## src/rtl/i2c_tgt_pkg.sv

```systemverilog
package i2c_tgt_pkg;
   localparam int BYTE_W = 8;
   localparam int ADDR_W = 7;
   localparam int CNT_W  = $clog2(BYTE_W + 1);

   typedef enum logic [2:0] {
      ST_IDLE,
      ST_ADDR,
      ST_AACK,
      ST_RX,
      ST_RACK,
      ST_TX,
      ST_TACK,
      ST_WAIT
   } tgt_state_e;

   typedef struct packed {
      logic start;
      logic stop;
      logic rise;
      logic fall;
      logic sda;
   } bus_ev_t;
endpackage

```

## src/rtl/i2c_tgt_filter.sv

```systemverilog
module i2c_tgt_filter #(
   parameter int SYNC_STAGES = 2,
   parameter int FILT_LEN    = 3,
   parameter bit RESET_VAL   = 1'b1
) (
   input  logic clk,
   input  logic rst_n,
   input  logic din,
   output logic dout
);
   if (SYNC_STAGES < 2) begin : g_bad_sync
      $error("i2c_tgt_filter: SYNC_STAGES must be at least 2");
   end
   if (FILT_LEN < 1) begin : g_bad_filt
      $error("i2c_tgt_filter: FILT_LEN must be at least 1");
   end

   logic [SYNC_STAGES-1:0] sync_q;
   logic                   sync_out;

   always_ff @(posedge clk or negedge rst_n) begin
      if (!rst_n) sync_q <= {SYNC_STAGES{RESET_VAL}};
      else        sync_q <= {sync_q[SYNC_STAGES-2:0], din};
   end
   assign sync_out = sync_q[SYNC_STAGES-1];

   if (FILT_LEN < 2) begin : g_bypass
      always_ff @(posedge clk or negedge rst_n) begin
         if (!rst_n) dout <= RESET_VAL;
         else        dout <= sync_out;
      end
   end else begin : g_agree
      logic [FILT_LEN-1:0] win;
      always_ff @(posedge clk or negedge rst_n) begin
         if (!rst_n) begin
            win  <= {FILT_LEN{RESET_VAL}};
            dout <= RESET_VAL;
         end else begin
            win <= {win[FILT_LEN-2:0], sync_out};
            if (&win)       dout <= 1'b1;
            else if (~|win) dout <= 1'b0;
         end
      end

      // a level change needs at least two agreeing samples behind it
      assert_filter_agree_R11: assert property (@(posedge clk) disable iff (!rst_n)
         (dout != $past(dout)) |-> ($past(win[0]) == dout && $past(win[1]) == dout));
   end
endmodule

```

## src/rtl/i2c_tgt_cond.sv

```systemverilog
module i2c_tgt_cond
   import i2c_tgt_pkg::*;
(
   input  logic    clk,
   input  logic    rst_n,
   input  logic    scl_f,
   input  logic    sda_f,
   output bus_ev_t ev
);
   logic scl_d, sda_d;

   always_ff @(posedge clk or negedge rst_n) begin
      if (!rst_n) begin
         scl_d <= 1'b1;
         sda_d <= 1'b1;
      end else begin
         scl_d <= scl_f;
         sda_d <= sda_f;
      end
   end

   always_comb begin
      ev.rise  = scl_f & ~scl_d;
      ev.fall  = ~scl_f & scl_d;
      ev.start = scl_f & scl_d & sda_d & ~sda_f;
      ev.stop  = scl_f & scl_d & ~sda_d & sda_f;
      ev.sda   = sda_f;
   end

   // a bus condition is never taken on an SCL edge
   assert_cond_no_edge_R1: assert property (@(posedge clk) disable iff (!rst_n)
      (ev.start || ev.stop) |-> !(ev.rise || ev.fall));
endmodule

```

## src/rtl/i2c_tgt_engine.sv

```systemverilog
module i2c_tgt_engine
   import i2c_tgt_pkg::*;
(
   input  logic              clk,
   input  logic              rst_n,
   input  logic              enable,
   input  bus_ev_t           ev,
   input  logic [ADDR_W-1:0] own_addr,
   input  logic [BYTE_W-1:0] wr_data,
   input  logic              wr_stb,
   input  logic              rd_stb,
   input  logic              clr_ovf,
   input  logic              clr_wcol,
   output logic [BYTE_W-1:0] dbuf,
   output logic              sda_oe,
   output logic              evt,
   output logic              st_start,
   output logic              st_stop,
   output logic              st_data,
   output logic              st_read,
   output logic              st_full,
   output logic              st_ovf,
   output logic              st_wcol
);
   localparam logic [CNT_W-1:0] LAST_BIT = CNT_W'(BYTE_W);
   localparam logic [CNT_W-1:0] LAST_TX  = CNT_W'(BYTE_W - 1);

   tgt_state_e        state;
   logic [CNT_W-1:0]  cnt;
   logic [BYTE_W-1:0] shreg;
   logic              nack_q;
   logic              shifting;

   assign shifting = (state == ST_ADDR) || (state == ST_RX) || (state == ST_TX);

   always_ff @(posedge clk or negedge rst_n) begin
      if (!rst_n) begin
         state    <= ST_IDLE;
         cnt      <= '0;
         shreg    <= '0;
         dbuf     <= '0;
         nack_q   <= 1'b0;
         sda_oe   <= 1'b0;
         evt      <= 1'b0;
         st_start <= 1'b0;
         st_stop  <= 1'b0;
         st_data  <= 1'b0;
         st_read  <= 1'b0;
         st_full  <= 1'b0;
         st_ovf   <= 1'b0;
         st_wcol  <= 1'b0;
      end else if (!enable) begin
         state    <= ST_IDLE;
         cnt      <= '0;
         nack_q   <= 1'b0;
         sda_oe   <= 1'b0;
         evt      <= 1'b0;
         st_start <= 1'b0;
         st_stop  <= 1'b0;
         st_data  <= 1'b0;
         st_read  <= 1'b0;
         st_full  <= 1'b0;
         st_ovf   <= 1'b0;
         st_wcol  <= 1'b0;
      end else begin
         evt <= 1'b0;

         // host side
         if (clr_ovf)  st_ovf  <= 1'b0;
         if (clr_wcol) st_wcol <= 1'b0;
         if (rd_stb && !st_read) st_full <= 1'b0;
         if (wr_stb) begin
            if (shifting) st_wcol <= 1'b1;
            else begin
               dbuf <= wr_data;
               if (st_read) st_full <= 1'b1;
            end
         end

         // bus side
         if (ev.start) begin
            st_start <= 1'b1;
            st_stop  <= 1'b0;
            state    <= ST_ADDR;
            cnt      <= '0;
            sda_oe   <= 1'b0;
         end else if (ev.stop) begin
            st_stop  <= 1'b1;
            st_start <= 1'b0;
            state    <= ST_IDLE;
            sda_oe   <= 1'b0;
         end else begin
            case (state)
               ST_ADDR, ST_RX: begin
                  if (ev.rise) begin
                     shreg <= {shreg[BYTE_W-2:0], ev.sda};
                     cnt   <= cnt + 1'b1;
                  end else if (ev.fall && cnt == LAST_BIT) begin
                     cnt <= '0;
                     if (state == ST_ADDR) begin
                        if (shreg[BYTE_W-1:1] == own_addr) begin
                           sda_oe <= 1'b1;
                           state  <= ST_AACK;
                        end else begin
                           state  <= ST_WAIT;
                        end
                     end else begin
                        state <= ST_RACK;
                        if (st_full) begin
                           st_ovf <= 1'b1;
                        end else begin
                           dbuf    <= shreg;
                           st_full <= 1'b1;
                           sda_oe  <= 1'b1;
                        end
                     end
                  end
               end
               ST_AACK: begin
                  if (ev.rise) begin
                     evt     <= 1'b1;
                     st_data <= 1'b0;
                     st_read <= shreg[0];
                  end else if (ev.fall) begin
                     cnt <= '0;
                     if (shreg[0]) begin
                        shreg  <= dbuf;
                        sda_oe <= ~dbuf[BYTE_W-1];
                        state  <= ST_TX;
                     end else begin
                        sda_oe <= 1'b0;
                        state  <= ST_RX;
                     end
                  end
               end
               ST_RACK: begin
                  if (ev.rise) begin
                     evt     <= 1'b1;
                     st_data <= 1'b1;
                  end else if (ev.fall) begin
                     sda_oe <= 1'b0;
                     cnt    <= '0;
                     state  <= ST_RX;
                  end
               end
               ST_TX: begin
                  if (ev.fall) begin
                     if (cnt == LAST_TX) begin
                        sda_oe  <= 1'b0;
                        st_full <= 1'b0;
                        state   <= ST_TACK;
                     end else begin
                        cnt    <= cnt + 1'b1;
                        shreg  <= {shreg[BYTE_W-2:0], 1'b0};
                        sda_oe <= ~shreg[BYTE_W-2];
                     end
                  end
               end
               ST_TACK: begin
                  if (ev.rise) begin
                     evt     <= 1'b1;
                     st_data <= 1'b1;
                     nack_q  <= ev.sda;
                     if (ev.sda) st_read <= 1'b0;
                  end else if (ev.fall) begin
                     cnt <= '0;
                     if (nack_q) begin
                        state <= ST_WAIT;
                     end else begin
                        shreg  <= dbuf;
                        sda_oe <= ~dbuf[BYTE_W-1];
                        state  <= ST_TX;
                     end
                  end
               end
               default: ;
            endcase
         end
      end
   end

   assert_evt_pulse_R3: assert property (@(posedge clk) disable iff (!rst_n)
      evt |=> !evt);
   assert_start_stop_excl_R1: assert property (@(posedge clk) disable iff (!rst_n)
      !(st_start && st_stop));
   assert_ack_only_match_R2: assert property (@(posedge clk) disable iff (!rst_n)
      (state == ST_AACK) |-> (shreg[BYTE_W-1:1] == own_addr));
   assert_ovf_sticky_R6: assert property (@(posedge clk) disable iff (!rst_n)
      (st_ovf && enable && !clr_ovf) |=> st_ovf);
   assert_no_drive_tack_R7: assert property (@(posedge clk) disable iff (!rst_n)
      (state == ST_TACK) |-> !sda_oe);
   assert_nack_read_R8: assert property (@(posedge clk) disable iff (!rst_n)
      (state == ST_TACK && ev.rise && ev.sda) |=> !st_read);
   assert_wcol_sticky_R9: assert property (@(posedge clk) disable iff (!rst_n)
      (st_wcol && enable && !clr_wcol) |=> st_wcol);
   assert_disable_idle_R10: assert property (@(posedge clk) disable iff (!rst_n)
      !enable |=> (state == ST_IDLE && !sda_oe && !evt && !st_full));
endmodule

```

## src/rtl/i2c_target_core.sv

```systemverilog
module i2c_target_core
   import i2c_tgt_pkg::*;
#(
   parameter int SYNC_STAGES = 2,
   parameter int FILT_LEN    = 3
) (
   input  logic              clk,
   input  logic              rst_n,
   input  logic              enable,
   input  logic              scl_i,
   input  logic              sda_i,
   output logic              sda_oe,
   input  logic [ADDR_W-1:0] own_addr,
   output logic [BYTE_W-1:0] rd_data,
   input  logic              rd_stb,
   input  logic [BYTE_W-1:0] wr_data,
   input  logic              wr_stb,
   input  logic              clr_ovf,
   input  logic              clr_wcol,
   output logic              evt,
   output logic              st_start,
   output logic              st_stop,
   output logic              st_data,
   output logic              st_read,
   output logic              st_full,
   output logic              st_ovf,
   output logic              st_wcol
);
   localparam int N_LINES = 2;

   logic [N_LINES-1:0] raw_in;
   logic [N_LINES-1:0] filt;
   bus_ev_t            ev;

   assign raw_in = {sda_i, scl_i};

   for (genvar i = 0; i < N_LINES; i++) begin : g_line
      i2c_tgt_filter #(
         .SYNC_STAGES(SYNC_STAGES),
         .FILT_LEN   (FILT_LEN),
         .RESET_VAL  (1'b1)
      ) u_filt (
         .clk  (clk),
         .rst_n(rst_n),
         .din  (raw_in[i]),
         .dout (filt[i])
      );
   end

   i2c_tgt_cond u_cond (
      .clk  (clk),
      .rst_n(rst_n),
      .scl_f(filt[0]),
      .sda_f(filt[1]),
      .ev   (ev)
   );

   i2c_tgt_engine u_eng (
      .clk     (clk),
      .rst_n   (rst_n),
      .enable  (enable),
      .ev      (ev),
      .own_addr(own_addr),
      .wr_data (wr_data),
      .wr_stb  (wr_stb),
      .rd_stb  (rd_stb),
      .clr_ovf (clr_ovf),
      .clr_wcol(clr_wcol),
      .dbuf    (rd_data),
      .sda_oe  (sda_oe),
      .evt     (evt),
      .st_start(st_start),
      .st_stop (st_stop),
      .st_data (st_data),
      .st_read (st_read),
      .st_full (st_full),
      .st_ovf  (st_ovf),
      .st_wcol (st_wcol)
   );
endmodule

```

## config.mk

```make
export PLATFORM = sky130hd
export DESIGN_NAME = i2c_target_core
export DESIGN_NICKNAME = d
export VERILOG_FILES = /design/src/rtl/i2c_tgt_pkg.sv /design/src/rtl/i2c_tgt_filter.sv /design/src/rtl/i2c_tgt_cond.sv /design/src/rtl/i2c_tgt_engine.sv /design/src/rtl/i2c_target_core.sv
export SDC_FILE = /design/constraint.sdc
export NUM_CORES = 1
export LEC_CHECK = 0
export ABC_AREA = 1
export BUFFER_PORTS_ARGS = -buffer_cell sky130_fd_sc_hd__buf_2
export CAP_MARGIN = 10
export CORE_MARGIN = 2
export CORE_UTILIZATION = 36
export CTS_CLUSTER_DIAMETER = 50
export CTS_CLUSTER_SIZE = 25
export DETAILED_ROUTE_END_ITERATION = 7
export PLACE_DENSITY = 0.51
export SYNTH_ARGS = -nofsm -noshare
export SYNTH_HDL_FRONTEND = slang
export SYNTH_SLANG_ARGS = --single-unit
```

## constraint.sdc

```tcl
create_clock -name clk -period 4.17 [get_ports clk]
set_input_delay 0.2085 -clock clk [delete_from_list [all_inputs] [get_ports clk]]
set_output_delay 0.2085 -clock clk [all_outputs]
set_load 0.02 [all_outputs]
```

* Word-level counts from Yosys, hierarchy flattened
Index checks and enable logic that the tools add are counted.
** Storage, ports and cells
- Register bits after elaboration :: 47
- Input port bits :: 24
- Word-level logic and storage cells :: 238
** Cells by class
- Add/sub/neg operators :: 1
- Equality and inequality tests :: 52
- Muxes and demuxes :: 126
- Bitwise operators :: 15
- Reductions and logical operators :: 21
** Operators with widths (number)
- $mux W8 :: 18
- $mux W1 :: 75
- $mux W3 :: 16
- $mux W4 :: 9
- $pmux W8 S4 :: 1
- $ne A5 B4 Y1 const B :: 6
- $ne A5 B5 Y1 const B :: 6
- $reduce_and A13 Y1 :: 2
- $ne A2 B1 Y1 const B :: 8
- $pmux W3 S5 :: 1
- $ne A2 B2 Y1 const B :: 7
- $ne A6 B6 Y1 const B :: 2
- $pmux W4 S3 :: 1
- $reduce_and A12 Y1 :: 1
- $reduce_and A11 Y1 :: 1
- $eq A3 B3 Y1 const B :: 3
- $ne A3 B2 Y1 const B :: 3
- $ne A3 B3 Y1 const B :: 3
- $reduce_or A3 Y1 :: 3
- $ne A4 B3 Y1 const B :: 2
- $ne A8 B1 Y1 const B :: 1
- $not A1 Y1 :: 8
- $and A1 B1 Y1 :: 7
- $eq A7 B7 Y1 :: 1
- 22 further kinds :: 30

* Logic depth before layout (Yosys ltp)
Gate-level depths: netlist of run 1.
- Word-level depth :: 14
- Gate-level depth with buffers :: 11
- Gate-level depth less buffers :: 11

* Cells and area by module
From an unflattened synthesis of run 1, not the netlist that was laid out.
** Unflattened totals
- Cell total of the unflattened synthesis :: 393
- Area, all modules :: 2931.6 µm²
** By module, submodules not included
- i2c_tgt_engine :: times used 1, cells each 351, area each 2452.4 µm², seq. area each 825.8 µm²
- i2c_tgt_filter :: times used 2, cells each 14, area each 188.9 µm², seq. area each 157.7 µm²
- i2c_tgt_cond :: times used 1, cells each 14, area each 101.3 µm², seq. area each 52.6 µm²

* Worst setup path before layout of run 1
OpenSTA, ideal clock, no wires.
- Path kind :: reg-to-reg
- From :: register g_line[1].u_filt.dout
- To :: register u_eng.dbuf[0]
- Setup time :: 124 ps
- Data arrival time :: 1496 ps
- Data required time :: 4046 ps
- Slack :: 2550 ps
- Cell stages (with the launch flop) :: 11
- Period minus slack after synthesis :: 1620 ps
- Path through :: dfstp_2 -> inv_2 -> nand2_1 -> nor2_2 -> inv_2 -> nand2_2 -> nor2_2 -> nand3_2 -> buf_6 -> o211ai_1 -> nand2_1
** On the way
- Cells in the longest elaborated chain, start to end :: 3
- Elaborated cells between the ends (all ways) :: 5
** Ends and longest elaborated chain
- start: declaration :: RTL line i2c_tgt_filter.sv:9 : output logic dout
- start signal: assignment :: RTL line i2c_tgt_filter.sv:37 : dout <= RESET_VAL;
- start signal: assignment :: RTL line i2c_tgt_filter.sv:40 : if (&win) dout <= 1'b1;
- start signal: assignment :: RTL line i2c_tgt_filter.sv:41 : else if (~|win) dout <= 1'b0;
- $and A1 B1 Y1 / $not A1 Y1 (equally long branches) :: RTL line i2c_tgt_cond.sv:26, i2c_tgt_cond.sv:25
- $mux W8 / $and A1 B1 Y1 (equally long branches) :: RTL line i2c_tgt_engine.sv:87, i2c_tgt_cond.sv:25
- $mux W8 (*) :: RTL line i2c_tgt_engine.sv:81 : if (ev.start) begin
- end signal: assignment :: RTL line i2c_tgt_engine.sv:75 : dbuf <= wr_data;
- end signal: assignment :: RTL line i2c_tgt_engine.sv:112 : dbuf <= shreg;
- end: declaration :: RTL line i2c_tgt_engine.sv:14 : output logic [BYTE_W-1:0] dbuf,
Mark *: on every way between the ends. The rest lies on a longest branch, timed or not.
A chain may end at the register's enable or synchronous reset.

* Worst setup path after layout of run 1
- From :: register g_line[1].u_filt.dout
- To :: register u_eng.dbuf[3]
The elaborated chain is that of the path after synthesis.

==> summary.txt, run 1 <==
Outcome
  • Run status: complete, but fails checks
  • Failing checks: negative hold slack

Clock network
  • H-tree depth: 2
  • Clock buffer depth: 2
  • Post-CTS setup buffer count: 0
  • Hold-fix buffers, CTS: 2
  • Clock transition at path regs: 0.11 ns
  • Worst-Skew Late Latency: 0.32 ns
  • CTS resizes: 0
  • Root Driver: clkbuf_8
  • Num CTS Buffers: 5
  • Clk sinks: 47
  • CTS tree: built

Synth
  • Syn Area/Cell: 7.38 sq um
  • Multiplexer area fraction after synthesis: 0
  • Yosys Warn Count: 0
  • Async SR Flop Fraction: 1.00
  • Largest family of logic cells by synthesized area: simple AND/OR/NAND/NOR gates
  • Area leader, netlist: dfrtp_1
  • Yosys reg bits: 47
  • Synth Area in Adders: 0.00923
  • Sequential element share of the synthesized area: 0.440
  • Area fraction of the dominant cell type after synthesis: 0.305
  • Post-Syn Area: 0.00271 sq mm
  • Largest cells by area after synthesis: dfrtp_1 (30%), nand2_1 (17%), dfstp_2 (14%)
  • Synth Area in Compound Gates: 0.128
  • XOR/XNOR Fraction of Synth Area: 0.00646
  • Cells after synthesis: 367
  • Most common cell in the synthesized netlist: nand2_1
  • Top cells by count, synth: nand2_1 (122), inv_1 (43), dfrtp_1 (33), nor2_1 (25), o21ai_0 (23)
  • Post-synth top flop: dfrtp_1
  • Net Count, Synth: 393
  • Simple-gate share of the synthesized area: 0.332
  • Number of distinct library cells after synthesis: 33
  • EDFF count, synth: 0

Route
  • Top Layer Used: met4
  • Total Routed Length: 7200 microns
  • Number of remaining DRC errors: 0
  • ANT nets after route: 0
  • Wire per inst: 14.1 microns
  • Initial DRC count: 131
  • Drt via density: 4.99
  • M1 WL: 3540 microns
  • WL met3: 291 microns
  • Met2 WL post-DR: 3320 microns
  • Via count: 2555
  • Number of iterations in the first detailed-routing pass: 4

GRT
  • First-pass GRT wire length: 12100 microns
  • Total track usage: 0.184
  • Initial antenna violation count: 0
  • Number of global-route vias before repair: 2469
  • Largest net degree at the start of global routing: 48
  • Remaining global-route overflow: 0

Die
  • Starting Density: 0.374
  • I/O pins: 41
  • Die Width: 90.8 microns
  • Die ar.: 0.00824 sq mm
  • Core footprint: 0.00725 sq mm
  • Die H: 90.8 microns
  • Core Rows: 31

Worst hold path
  • HP Class: input port to async pin

Flow run
  • Max Cap Viol: 0

Timing
  • Worst hold slack: -0.0189 ns
  • Final worst slack: 2.17 ns
  • Final period utilization: 0.479
  • Fin. max-slew vios: 0
  • Unrepaired setup endpoints after global routing: no
  • Final setup viols: 0
  • Worst Tran Pin Value: 0.604 ns
  • Max_slew headroom: 0.598
  • Worst Skew: 0.0108 ns
  • Min Tclk post-route: 2.00 ns
  • Final TNS setup: 0 ns
  • Hold Vio Cnt, Final: 33
  • Maximum clock frequency: 501 MHz

Power
  • Standby leakage power: 1.63 nW
  • Peak VDD IR: 0.000248 V
  • Total power per unit cell area: 629 mW/mm^2
  • Design Power: 0.00197 W

Setup path
  • Largest delay share family, worst path: simple AND/OR/NAND/NOR gates
  • FF-to-FF path depth: 9
  • Critical Path Sink Type: flip-flop
  • Worst Path Max Fanout: 17
  • Critical path depth: 9
  • CP required: 4.37 ns
  • Critical Path AT: 2.20 ns
  • Crit path cell chain: inv_2 -> nand2_1 -> nor2_2 -> inv_2 -> nand2_2 -> nor2_2 -> nand3_2 -> o211ai_1 -> nand2_1
  • Worst setup SP type: flip-flop
  • Worst Path Buf+Inv: 2
  • Slowest-stage cell, CP: dfstp_2
  • Critical Path Max Stage Delay: 0.58 ns
  • Critical path class: flip-flop to flip-flop

Layout
  • NumNets Final: 438
  • Layout area overhead: 15.3%
  • Non-Filler Instances: 512
  • Layout cells sized above 1: 0.215
  • # diodes: 0
  • Fill count: 762
  • Share of the core filled with cells: 0.431

Placed design
  • Placed cell count: 502
  • Final Wtd Congestion: 0.953
  • HPWL after DPL: 5180 microns
  • Port Buffers: 40
  • Setup WS pre-CTS: 2.18 ns
[cells by family after synthesis]
family	Yosys count
simple gates	200
compound gates	60
buf+inv	56
flops	47
xor+xnor	2
fa+ha+maj	2
[per-stage QoR]
step / instance area [sq um] / hold slack, ns
after floorplan: 2710 / -0.0871
after global placement: 3010 / 0.314
after detailed placement: 3010 / 0.315
after CTS: 3120 / 0.00848
after global routing: 3120 / 0.0192
final: 3120 / -0.0189
[cell usage in the layout (no fill, tap or decap), types with 4 or more instances in the layout]
| cell type | netlist | routed |
|---|---|---|
| a21oi_1 | 13 | 13 |
| buf_2 | 1 | 40 |
| clkbuf_8 | 0 | 5 |
| dfrtp_1 | 33 | 33 |
| dfstp_2 | 14 | 14 |
| inv_1 | 43 | 43 |
| inv_2 | 8 | 8 |
| nand2_1 | 122 | 122 |
| nand2_2 | 4 | 4 |
| nand3_1 | 22 | 22 |
| nand4_1 | 5 | 5 |
| nor2_1 | 25 | 25 |
| nor2_2 | 5 | 5 |
| nor3_1 | 5 | 5 |
| o211ai_1 | 8 | 8 |
| o21ai_0 | 23 | 23 |
| o22ai_1 | 7 | 7 |
[routing by layer]
metal / track usage / up-vias
li1: - / 1276
met5: 0 / -
met1: 0.252 / 1209
met4: 0.0397 / 0
met3: 0.0409 / 4
met2: 0.299 / 66
[registers in the layout, summed over array words and instances, names as in the netlist]
| name | count |
|---|---|
| g_line.u_filt.dout | 2 |
| g_line.u_filt.g_agree.win | 6 |
| g_line.u_filt.sync_q | 4 |
| u_cond.scl_d | 1 |
| u_cond.sda_d | 1 |
| u_eng.cnt | 4 |
| u_eng.dbuf | 8 |
| u_eng.evt | 1 |
| u_eng.nack_q | 1 |
| u_eng.sda_oe | 1 |
| u_eng.shreg | 8 |
| u_eng.st_data | 1 |
| u_eng.st_full | 1 |
| u_eng.st_ovf | 1 |
| u_eng.st_read | 1 |
| u_eng.st_start | 1 |
| u_eng.st_stop | 1 |
| u_eng.st_wcol | 1 |
| u_eng.state | 3 |
[power by group]
part	total, W	internal [W]	switching [W]
clock	0.000314	0.000127	0.000187
combinational	0.000942	0.000313	0.000630
sequential	0.000710	0.000579	0.000131
total	0.00197	0.00102	0.000948
[final timing paths]
check	startpoint	to	slack, ns
min	rst_n	u_eng.st_start	-0.02
max reg2reg	g_line[1].u_filt.dout	u_eng.dbuf[3]	2.17
min in group clk	clr_wcol	u_eng.st_wcol	0.13
max in group asynchronous	rst_n	u_eng.shreg[2]	3.79
min reg2reg	g_line[1].u_filt.sync_q[1]	g_line[1].u_filt.g_agree.win[0]	0.36
max	g_line[1].u_filt.dout	u_eng.dbuf[3]	2.17
[final cells by class]
class / count / area, sq um / share of cell area
Sequential cell: 47 / 1190 / 0.382
Timing Repair Buffer: 43 / 228 / 0.0729
Inverter: 51 / 191 / 0.0613
Clock buffer: 5 / 68.8 / 0.0220
Multi-Input combinational cell: 264 / 1290 / 0.413
Tap cell: 99 / 124 / 0.0396
Clock inverter: 3 / 28.8 / 0.00921
[worst reg2reg max path, cell delays in order (launching register included)]
cell      delay, ns
dfstp_2        0.58
inv_2          0.08
nand2_1        0.08
nor2_2         0.06
inv_2          0.12
nand2_2        0.12
nor2_2         0.14
nand3_2        0.32
o211ai_1       0.31
nand2_1        0.08
No activity file was read; power rests on OpenSTA's default activity.
==> run 2: changes to the inputs <==
--- a/config.mk
+++ b/config.mk
@@ -5,7 +5,7 @@
 export SDC_FILE = /design/constraint.sdc
 export NUM_CORES = 1
 export LEC_CHECK = 0
-export ABC_AREA = 1
+export ABC_AREA = 0
 export BUFFER_PORTS_ARGS = -buffer_cell sky130_fd_sc_hd__buf_2
 export CAP_MARGIN = 10
 export CORE_MARGIN = 2
@@ -13,7 +13,7 @@
 export CTS_CLUSTER_DIAMETER = 50
 export CTS_CLUSTER_SIZE = 25
 export DETAILED_ROUTE_END_ITERATION = 7
-export PLACE_DENSITY = 0.51
+export PLACE_DENSITY = 0.53
 export SYNTH_ARGS = -nofsm -noshare
 export SYNTH_HDL_FRONTEND = slang
 export SYNTH_SLANG_ARGS = --single-unit
==> constraint.sdc (replaced) <==
create_clock -name clk -period 1.6 [get_ports clk]
set_input_delay 0.08 -clock clk [delete_from_list [all_inputs] [get_ports clk]]
set_output_delay 0.08 -clock clk [all_outputs]
set_load 0.02 [all_outputs]
==> run 2 against run 1 <==
Net effect: the flow finishes with violations (negative setup slack); critical path type unchanged; core utilization up 15 points; largest power group unchanged; clock power increased to 3.0 times the previous value; largest cell class unchanged; register-to-register slack worse by 2.4 ns; synthesized cell count down 31%; sequential power grew to 2.5 times the previous value.
==> summary.txt, run 2 <==
Route
  • Initial DRC count: 92 (was 131)
  • Number of iterations in the first detailed-routing pass: 4 (unchanged)
  • Number of remaining DRC errors: 0 (unchanged)
  • Wire per inst: 15.4 microns (was 14.1 microns)
  • ANT nets after route: 0 (unchanged)
  • Total Routed Length: 7190 microns (was 7200 microns)
  • Drt via density: 5.14 (was 4.99)
  • Via count: 2395 (was 2555)

Layout
  • Total area of sequential cells: 0.00120 sq mm (was 0.00119 sq mm)
  • Design area: 0.00396 sq mm (was 0.00312 sq mm)
  • # diodes: 0 (unchanged)
  • Multi-input logic area: 0.00159 sq mm (was 0.00129 sq mm)
  • Layout cells sized above 1: 0.578 (was 0.215)
  • Fill count: 589 (was 762)
  • NumNets Final: 395 (was 438)
  • Share of the core filled with cells: 0.577 (was 0.431)
  • Non-Filler Instances: 466 (was 512)
  • Largest registers: u_eng.dbuf x8, u_eng.shreg x8, g_line.u_filt.g_agree.win x6 (unchanged)
  • Layout area overhead: 54.1% (was 15.3%)
  • Commonest non-fill, non-tap cell in the layout: buf_4 (was nand2_1)
  • Most frequent cells in the layout: buf_4 (65), buf_2 (40), dfrtp_1 (30) (was nand2_1 (122), inv_1 (43), buf_2 (40))

Die
  • Die H: 88.5 microns (was 90.8 microns)
  • Core Rows: 30 (was 31)
  • I/O pins: 41 (unchanged)
  • Core footprint: 0.00687 sq mm (was 0.00725 sq mm)
  • Die ar.: 0.00783 sq mm (was 0.00824 sq mm)
  • Starting Density: 0.374 (about the same)
  • Die Width: 88.5 microns (was 90.8 microns)

Power
  • Total power per unit cell area: 1470 mW/mm^2 (was 629 mW/mm^2)
  • Net Sw Frac: 0.376 (was 0.482)
  • Standby leakage power: 1.71 nW (was 1.63 nW)
  • P_sw: 0.00219 W (was 0.000948 W)
  • Clk pwr share: 0.163 (was 0.160)
  • Share of power burned in registers: 0.307 (was 0.361)
  • Comb power frac: 0.531 (was 0.479)
  • Peak VDD IR: 0.000829 V (was 0.000248 V)
  • Internal power: 0.00363 W (was 0.00102 W)

Setup path
  • Critical Path Sink Type: flip-flop (unchanged)
  • Slowest-stage cell, CP: or4b_1 (was dfstp_2)
  • Crit path cell chain: ha_2 -> and3b_2 -> o21ai_4 -> nand4_4 -> or4b_1 -> a21oi_2 (was inv_2 -> nand2_1 -> nor2_2 -> inv_2 -> nand2_2 -> nor2_2 -> nand3_2 -> o211ai_1 -> nand2_1)
  • CP required: 1.84 ns (was 4.37 ns)
  • Critical path class: flip-flop to flip-flop (unchanged)
  • Worst Path Max Fanout: 6 (was 17)
  • Critical Path AT: 2.11 ns (was 2.20 ns)
  • Critical Path Max Stage Delay: 0.50 ns (was 0.58 ns)
  • Worst setup SP type: flip-flop (unchanged)

Timing
  • Fin. max-slew vios: 0 (unchanged)
  • Final period utilization: 1.17 (was 0.479)
  • Max_slew headroom: 0.784 (was 0.598)
  • Final setup viols: 25 (was 0)
  • Maximum clock frequency: 533 MHz (was 501 MHz)
  • Hold Vio Cnt, Final: 0 (was 33)
  • Worst Skew: 0.00727 ns (was 0.0108 ns)
  • Unrepaired setup endpoints after global routing: yes (was no)
  • Min Tclk post-route: 1.87 ns (was 2.00 ns)
  • Final worst slack: -0.275 ns (was 2.17 ns)
  • Final TNS setup: -3.99 ns (was 0 ns)
  • Worst Tran Pin Value: 0.320 ns (was 0.604 ns)

GRT
  • First-pass GRT wire length: 11300 microns (was 12100 microns)
  • Largest net degree at the start of global routing: 37 (was 48)
  • Total track usage: 0.185 (was 0.184)
  • Remaining global-route overflow: 0 (unchanged)
  • Number of global-route vias before repair: 2274 (was 2469)
  • Initial antenna violation count: 0 (unchanged)

Synth
  • Most common cell in the synthesized netlist: dfrtp_1 (was nand2_1)
  • Multiplexer area fraction after synthesis: 0.0131 (was 0)
  • Synth Area in Compound Gates: 0.251 (was 0.128)
  • Top cells by count, synth: dfrtp_1 (33), o21ai_0 (23), o22ai_1 (16) (was nand2_1 (122), inv_1 (43), dfrtp_1 (33), nor2_1 (25), o21ai_0 (23))
  • Post-Syn Area: 0.00257 sq mm (was 0.00271 sq mm)
  • Net Count, Synth: 281 (was 393)
  • Post-synth top flop: dfrtp_1 (unchanged)
  • Yosys reg bits: 47 (unchanged)
  • Number of distinct library cells after synthesis: 61 (was 33)
  • Sequential element share of the synthesized area: 0.464 (was 0.440)
  • Largest family of logic cells by synthesized area: compound AO/OA/AOI/OAI gates (was simple AND/OR/NAND/NOR gates)
  • Yosys Warn Count: 0 (unchanged)
  • Synth Area in Adders: 0.00973 (was 0.00923)
  • Area leader, netlist: dfrtp_1 (unchanged)
  • Async SR Flop Fraction: 1.00 (unchanged)
  • XOR/XNOR Fraction of Synth Area: 0.0273 (was 0.00646)
  • Cells after synthesis: 255 (was 367)
  • Area fraction of the dominant cell type after synthesis: 0.321 (was 0.305)
  • Largest cells by area after synthesis: dfrtp_1 (32%), dfstp_2 (14%), a2bb2oi_1 (4.8%) (was dfrtp_1 (30%), nand2_1 (17%), dfstp_2 (14%))
  • Simple-gate share of the synthesized area: 0.180 (was 0.332)
  • Syn Area/Cell: 10.1 sq um (was 7.38 sq um)
  • EDFF count, synth: 0 (unchanged)

Worst hold path
  • HP Class: input port to flip-flop (was input port to async pin)

Clock network
  • H-tree depth: 2 (unchanged)
  • CTS tree: built (unchanged)
  • Clk sinks: 47 (unchanged)
  • Worst-Skew Late Latency: 0.30 ns (was 0.32 ns)
  • Root Driver: clkbuf_8 (unchanged)
  • Clock buffer depth: 2 (unchanged)
  • Num CTS Buffers: 5 (unchanged)
  • Clock transition at path regs: 0.09 ns (was 0.11 ns)

Placed design
  • Placed cell count: 438 (was 502)
  • Dpl cell area: 0.00334 sq mm (was 0.00301 sq mm)
  • HPWL after DPL: 4950 microns (was 5180 microns)
  • Final Wtd Congestion: 0.822 (was 0.953)
  • Port Buffers: 40 (unchanged)

Outcome
  • Failing checks: negative setup slack (was negative hold slack)
  • Run status: complete, but fails checks (unchanged)

Flow run
  • Max Cap Viol: 0 (unchanged)
==> run 2: per-layer routing <==
metal / part of all wire / vias up / GRT usage
met1: 0.47 / 1174 / 0.264
met2: 0.48 / 50 / 0.297
li1: - / 1161 / -
met3: 0.036 / 10 / 0.0252
met5: 0 / - / 0
met4: 0.016 / 0 / 0.0496
==> run 2: cell type report <==
type,instances,area share
Sequential cell,47,0.302
Inverter,12,0.0114
Clock inverter,2,0.00979
Clock buffer,6,0.0208
Tap cell,96,0.0303
Timing Repair Buffer,123,0.225
Multi-Input combinational cell,180,0.401
==> run 2: kinds of logic after synthesis <==
logic type | Yosys count
buf+inv | 28
simple gates | 74
compound gates | 93
fa+ha+maj | 2
xor+xnor | 8
mux | 3
flops | 47
==> run 2: worst paths after layout <==
| path | end | cells past startpoint | slack (ns) | startpoint |
|---|---|---|---|---|
| worst max-delay path | u_eng.cnt[2] | 6 | -0.27 | u_eng.cnt[0] |
| worst min-delay path | u_eng.st_wcol | 3 | 0.06 | wr_stb |
| worst max register to register | u_eng.cnt[2] | 6 | -0.27 | u_eng.cnt[0] |
| worst min register to register | g_line[0].u_filt.sync_q[1] | 0 | 0.36 | g_line[0].u_filt.sync_q[0] |
| max in group asynchronous | g_line[1].u_filt.sync_q[0] | 3 | 0.84 | rst_n |
| min in group asynchronous | u_eng.cnt[1] | 2 | 0.19 | rst_n |
==> run 2: critical path, delay by kind of cell, from the launching register on <==
family                     cells  cell delay, ns
AOI/OAI and AO/OA              2            0.33
adders and majority gates      1            0.19
and+or+nand+nor                3            0.88
DFF                            1            0.41
==> run 2: power groups by stage <==
stage          registers, W  logic, W  clock network, W
5_1_grt             0.00183   0.00335           0.00102
2_1_floorplan       0.00184   0.00141                 0
3_3_place_gp        0.00178   0.00252                 0
3_5_place_dp        0.00178   0.00252                 0
6_report            0.00178   0.00309          0.000946
4_1_cts             0.00177   0.00263          0.000969
==> run 2: metrics by stage <==
step | power (W) | hold slack [ns] | setup slack [ns]
floorplan | 0.00325 | -0.216 | -0.142
global placement | 0.00431 | -0.000387 | -0.240
detailed placement | 0.00430 | -0.000706 | -0.256
CTS | 0.00537 | 0.0494 | -0.235
finish | 0.00582 | 0.0613 | -0.275
global route | 0.00620 | 0.0619 | -0.360
==> run 2: timing repair <==
action                                  in CTS  in global routing
buffers inserted                             3                 14
hold buffers                                 3                  0
gates resized for setup                     17                 60
pin swaps                                    7                 13
hold endpoints to repair                    15                  0
endpoints found under the setup margin      28                 29
==> run 3: changes to the inputs <==
==> constraint.sdc (replaced) <==
create_clock -name clk -period 1.6 [get_ports clk]
set_input_delay 0.32 -clock clk [delete_from_list [all_inputs] [get_ports clk]]
set_output_delay 0.32 -clock clk [all_outputs]
set_load 0.02 [all_outputs]
==> run 3 against run 2 <==
Net effect: the run still ends with negative setup slack left; worst setup slack worse by 0.0031 ns; register-to-register slack about the same; combinational power down 5%; total power down 5.8%; final cell count down 1.3%; critical endpoint unchanged; largest cell class unchanged.
==> summary.txt, run 3 (same netlist as run 2, synthesis figures left out) <==
Layout
  • Layout cells sized above 1: 0.525 (was 0.578)
  • Multi-input logic area: 0.00145 sq mm (was 0.00159 sq mm)
  • Most frequent cells in the layout: buf_4 (69), buf_2 (41), dfrtp_1 (30) (was buf_4 (65), buf_2 (40), dfrtp_1 (30))
  • Largest registers: u_eng.dbuf x8, u_eng.shreg x8, g_line.u_filt.g_agree.win x6 (unchanged)
  • Fill count: 638 (was 589)
  • Total area of sequential cells: 0.00120 sq mm (unchanged)
  • NumNets Final: 389 (was 395)
  • Layout area overhead: 44.8% (was 54.1%)
  • Commonest non-fill, non-tap cell in the layout: buf_4 (unchanged)
  • # diodes: 0 (unchanged)

Setup path
  • Critical Path Sink Type: flip-flop (unchanged)
  • Critical path depth: 5 (was 6)
  • CP required: 1.85 ns (was 1.84 ns)
  • Critical path class: flip-flop to flip-flop (unchanged)
  • Worst Path Max Fanout: 8 (was 6)
  • Setup crit start: u_cond.scl_d (was u_eng.cnt[0])
  • Flop-to-flop setup slack: -0.28 ns (was -0.27 ns)
  • Critical Path AT: 2.12 ns (was 2.11 ns)
  • Worst Path Buf+Inv: 0 (unchanged)
  • Worst setup SP type: flip-flop (unchanged)
  • FF-to-FF path depth: 5 (was 6)
  • Crit Reg-Reg Startpoint: u_cond.scl_d (was u_eng.cnt[0])
  • Reg2reg end: u_eng.cnt[2] (unchanged)
  • Slowest-stage cell, CP: dfstp_2 (was or4b_1)
  • Critical Path Max Stage Delay: 0.66 ns (was 0.50 ns)
  • Largest delay share family, worst path: simple AND/OR/NAND/NOR gates (unchanged)
  • Crit path cell chain: nand2b_4 -> o21ai_4 -> nand4_4 -> or4b_4 -> a21oi_2 (was ha_2 -> and3b_2 -> o21ai_4 -> nand4_4 -> or4b_1 -> a21oi_2)
  • Crit path capture: u_eng.cnt[2] (unchanged)

Power
  • P_sw: 0.00213 W (was 0.00219 W)
  • Internal power: 0.00334 W (was 0.00363 W)
  • Total power per unit cell area: 1470 mW/mm^2 (about the same)
  • Standby leakage power: 1.62 nW (was 1.71 nW)
  • Comb power frac: 0.535 (was 0.531)
  • Net Sw Frac: 0.390 (was 0.376)
  • Clk pwr share: 0.140 (was 0.163)
  • Share of power burned in registers: 0.325 (was 0.307)
  • Peak VDD IR: 0.000895 V (was 0.000829 V)
  • Design Power: 0.00548 W (was 0.00582 W)

Timing
  • Maximum clock frequency: 532 MHz (was 533 MHz)
  • Worst Skew: 0.00873 ns (was 0.00727 ns)
  • Final worst slack: -0.278 ns (was -0.275 ns)
  • Unrepaired setup endpoints after global routing: yes (unchanged)
  • Worst Tran Pin Value: 0.427 ns (was 0.320 ns)
  • Max_slew headroom: 0.714 (was 0.784)
  • Final TNS setup: -4.79 ns (was -3.99 ns)
  • Fin. max-slew vios: 0 (unchanged)
  • Min Tclk post-route: 1.88 ns (was 1.87 ns)
  • Final setup viols: 25 (unchanged)
  • Final period utilization: 1.17 (about the same)
  • Hold Vio Cnt, Final: 0 (unchanged)

Route
  • Number of remaining DRC errors: 0 (unchanged)
  • Number of iterations in the first detailed-routing pass: 4 (unchanged)
  • ANT nets after route: 0 (unchanged)
  • Initial DRC count: 116 (was 92)
  • Drt via density: 5.15 (was 5.14)
  • Wire per inst: 15.5 microns (was 15.4 microns)
  • Via count: 2367 (was 2395)
  • Total Routed Length: 7150 microns (was 7190 microns)

Placed design
  • Port Buffers: 40 (unchanged)
  • Setup WS pre-CTS: -0.243 ns (was -0.256 ns)
  • Final Wtd Congestion: 0.803 (was 0.822)
  • HPWL after DPL: 5040 microns (was 4950 microns)

Outcome
  • Run status: complete, but fails checks (unchanged)
  • Failing checks: negative setup slack (unchanged)

GRT
  • Initial antenna violation count: 0 (unchanged)
  • First-pass GRT wire length: 11800 microns (was 11300 microns)
  • Total track usage: 0.195 (was 0.185)
  • Largest net degree at the start of global routing: 48 (was 37)
  • Remaining global-route overflow: 0 (unchanged)
  • Number of global-route vias before repair: 2335 (was 2274)

Die
  • Core footprint: 0.00687 sq mm (unchanged)
  • Die ar.: 0.00783 sq mm (unchanged)
  • Die Width: 88.5 microns (unchanged)
  • Die H: 88.5 microns (unchanged)
  • Core Rows: 30 (unchanged)
  • Starting Density: 0.374 (unchanged)
  • I/O pins: 41 (unchanged)

Clock network
  • Clk sinks: 47 (unchanged)
  • Worst-Skew Late Latency: 0.31 ns (was 0.30 ns)
  • Num CTS Buffers: 5 (unchanged)
  • CTS tree: built (unchanged)
  • Root Driver: clkbuf_8 (unchanged)
  • H-tree depth: 2 (unchanged)
  • Clock transition at path regs: 0.09 ns (about the same)
  • Clock buffer depth: 2 (unchanged)

Worst hold path
  • HP Class: input port to flip-flop (unchanged)

Flow run
  • Max Cap Viol: 0 (unchanged)
==> run 3: cell types whose count changed in the layout (fill, tap and decap cells not counted), moves of 4 or more <==
cell       delta
a2bb2oi_2     -5
a2bb2oi_1     +5
o22ai_2       -8
buf_4         +4
buf_6        -10
o22ai_1       +8
==> run 3: final cells by class <==
cell class,count,area share
well taps,96,0.0323
clock buffers,6,0.0195
clock inverters,2,0.00403
inverters,12,0.0121
flip-flops and latches,47,0.322
repair buffers,117,0.221
multi-input cells,180,0.390
==> run 3: stage by stage <==
step | instances | area [sq um] | utilization | hold WS (ns)
after global routing | 460 | 3720 | 0.542 | 0.0786
after global placement | 438 | 3340 | 0.487 | 0.327
final | 460 | 3720 | 0.542 | 0.103
after floorplan | 255 | 2660 | - | 0.0244
after CTS | 452 | 3560 | 0.518 | 0.0913
after detailed placement | 438 | 3340 | 0.487 | 0.328
==> run 3: repair_timing <==
action / 4_1_cts / 5_1_grt
buffers inserted: 5 / 8
pin swaps: 5 / 7
endpoints found under the hold margin: 33 / 0
setup endpoints to repair: 29 / 29
resized for setup: 22 / 20
hold buffers: 1 / 0
==> run 3: how the worst min path moves through the flow <==
| stage | from | slack [ns] | endpoint | cells past startpoint |
|---|---|---|---|---|
| 6_report | sda_i | 0.10 | g_line[1].u_filt.sync_q[0] | 1 |
| 5_1_grt | sda_i | 0.08 | g_line[1].u_filt.sync_q[0] | 1 |
| 4_1_cts | sda_i | 0.09 | g_line[1].u_filt.sync_q[0] | 1 |
| 3_5_place_dp | rst_n | 0.33 | u_eng.cnt[3] | 2 |
| 3_3_place_gp | rst_n | 0.33 | u_eng.cnt[3] | 2 |
| 2_1_floorplan | rst_n | 0.02 | u_eng.cnt[0] | 0 |
==> run 3: power groups by stage <==
stage | clock [W] | combinational (W) | sequential, W
final | 0.000768 | 0.00293 | 0.00178
after global routing | 0.000853 | 0.00318 | 0.00183
after CTS | 0.000794 | 0.00268 | 0.00178
after detailed placement | 0 | 0.00247 | 0.00179
after global placement | 0 | 0.00247 | 0.00179
after floorplan | 0 | 0.00141 | 0.00184
==> run 3: routing by layer <==
metal | vias up | wire [microns] | global-route usage
met1 | 1140 | 3280 | 0.278
met3 | 7 | 322 | 0.0345
met2 | 66 | 3480 | 0.309
met4 | 0 | 64 | 0.0496
met5 | - | 0 | 0
li1 | 1154 | - | -
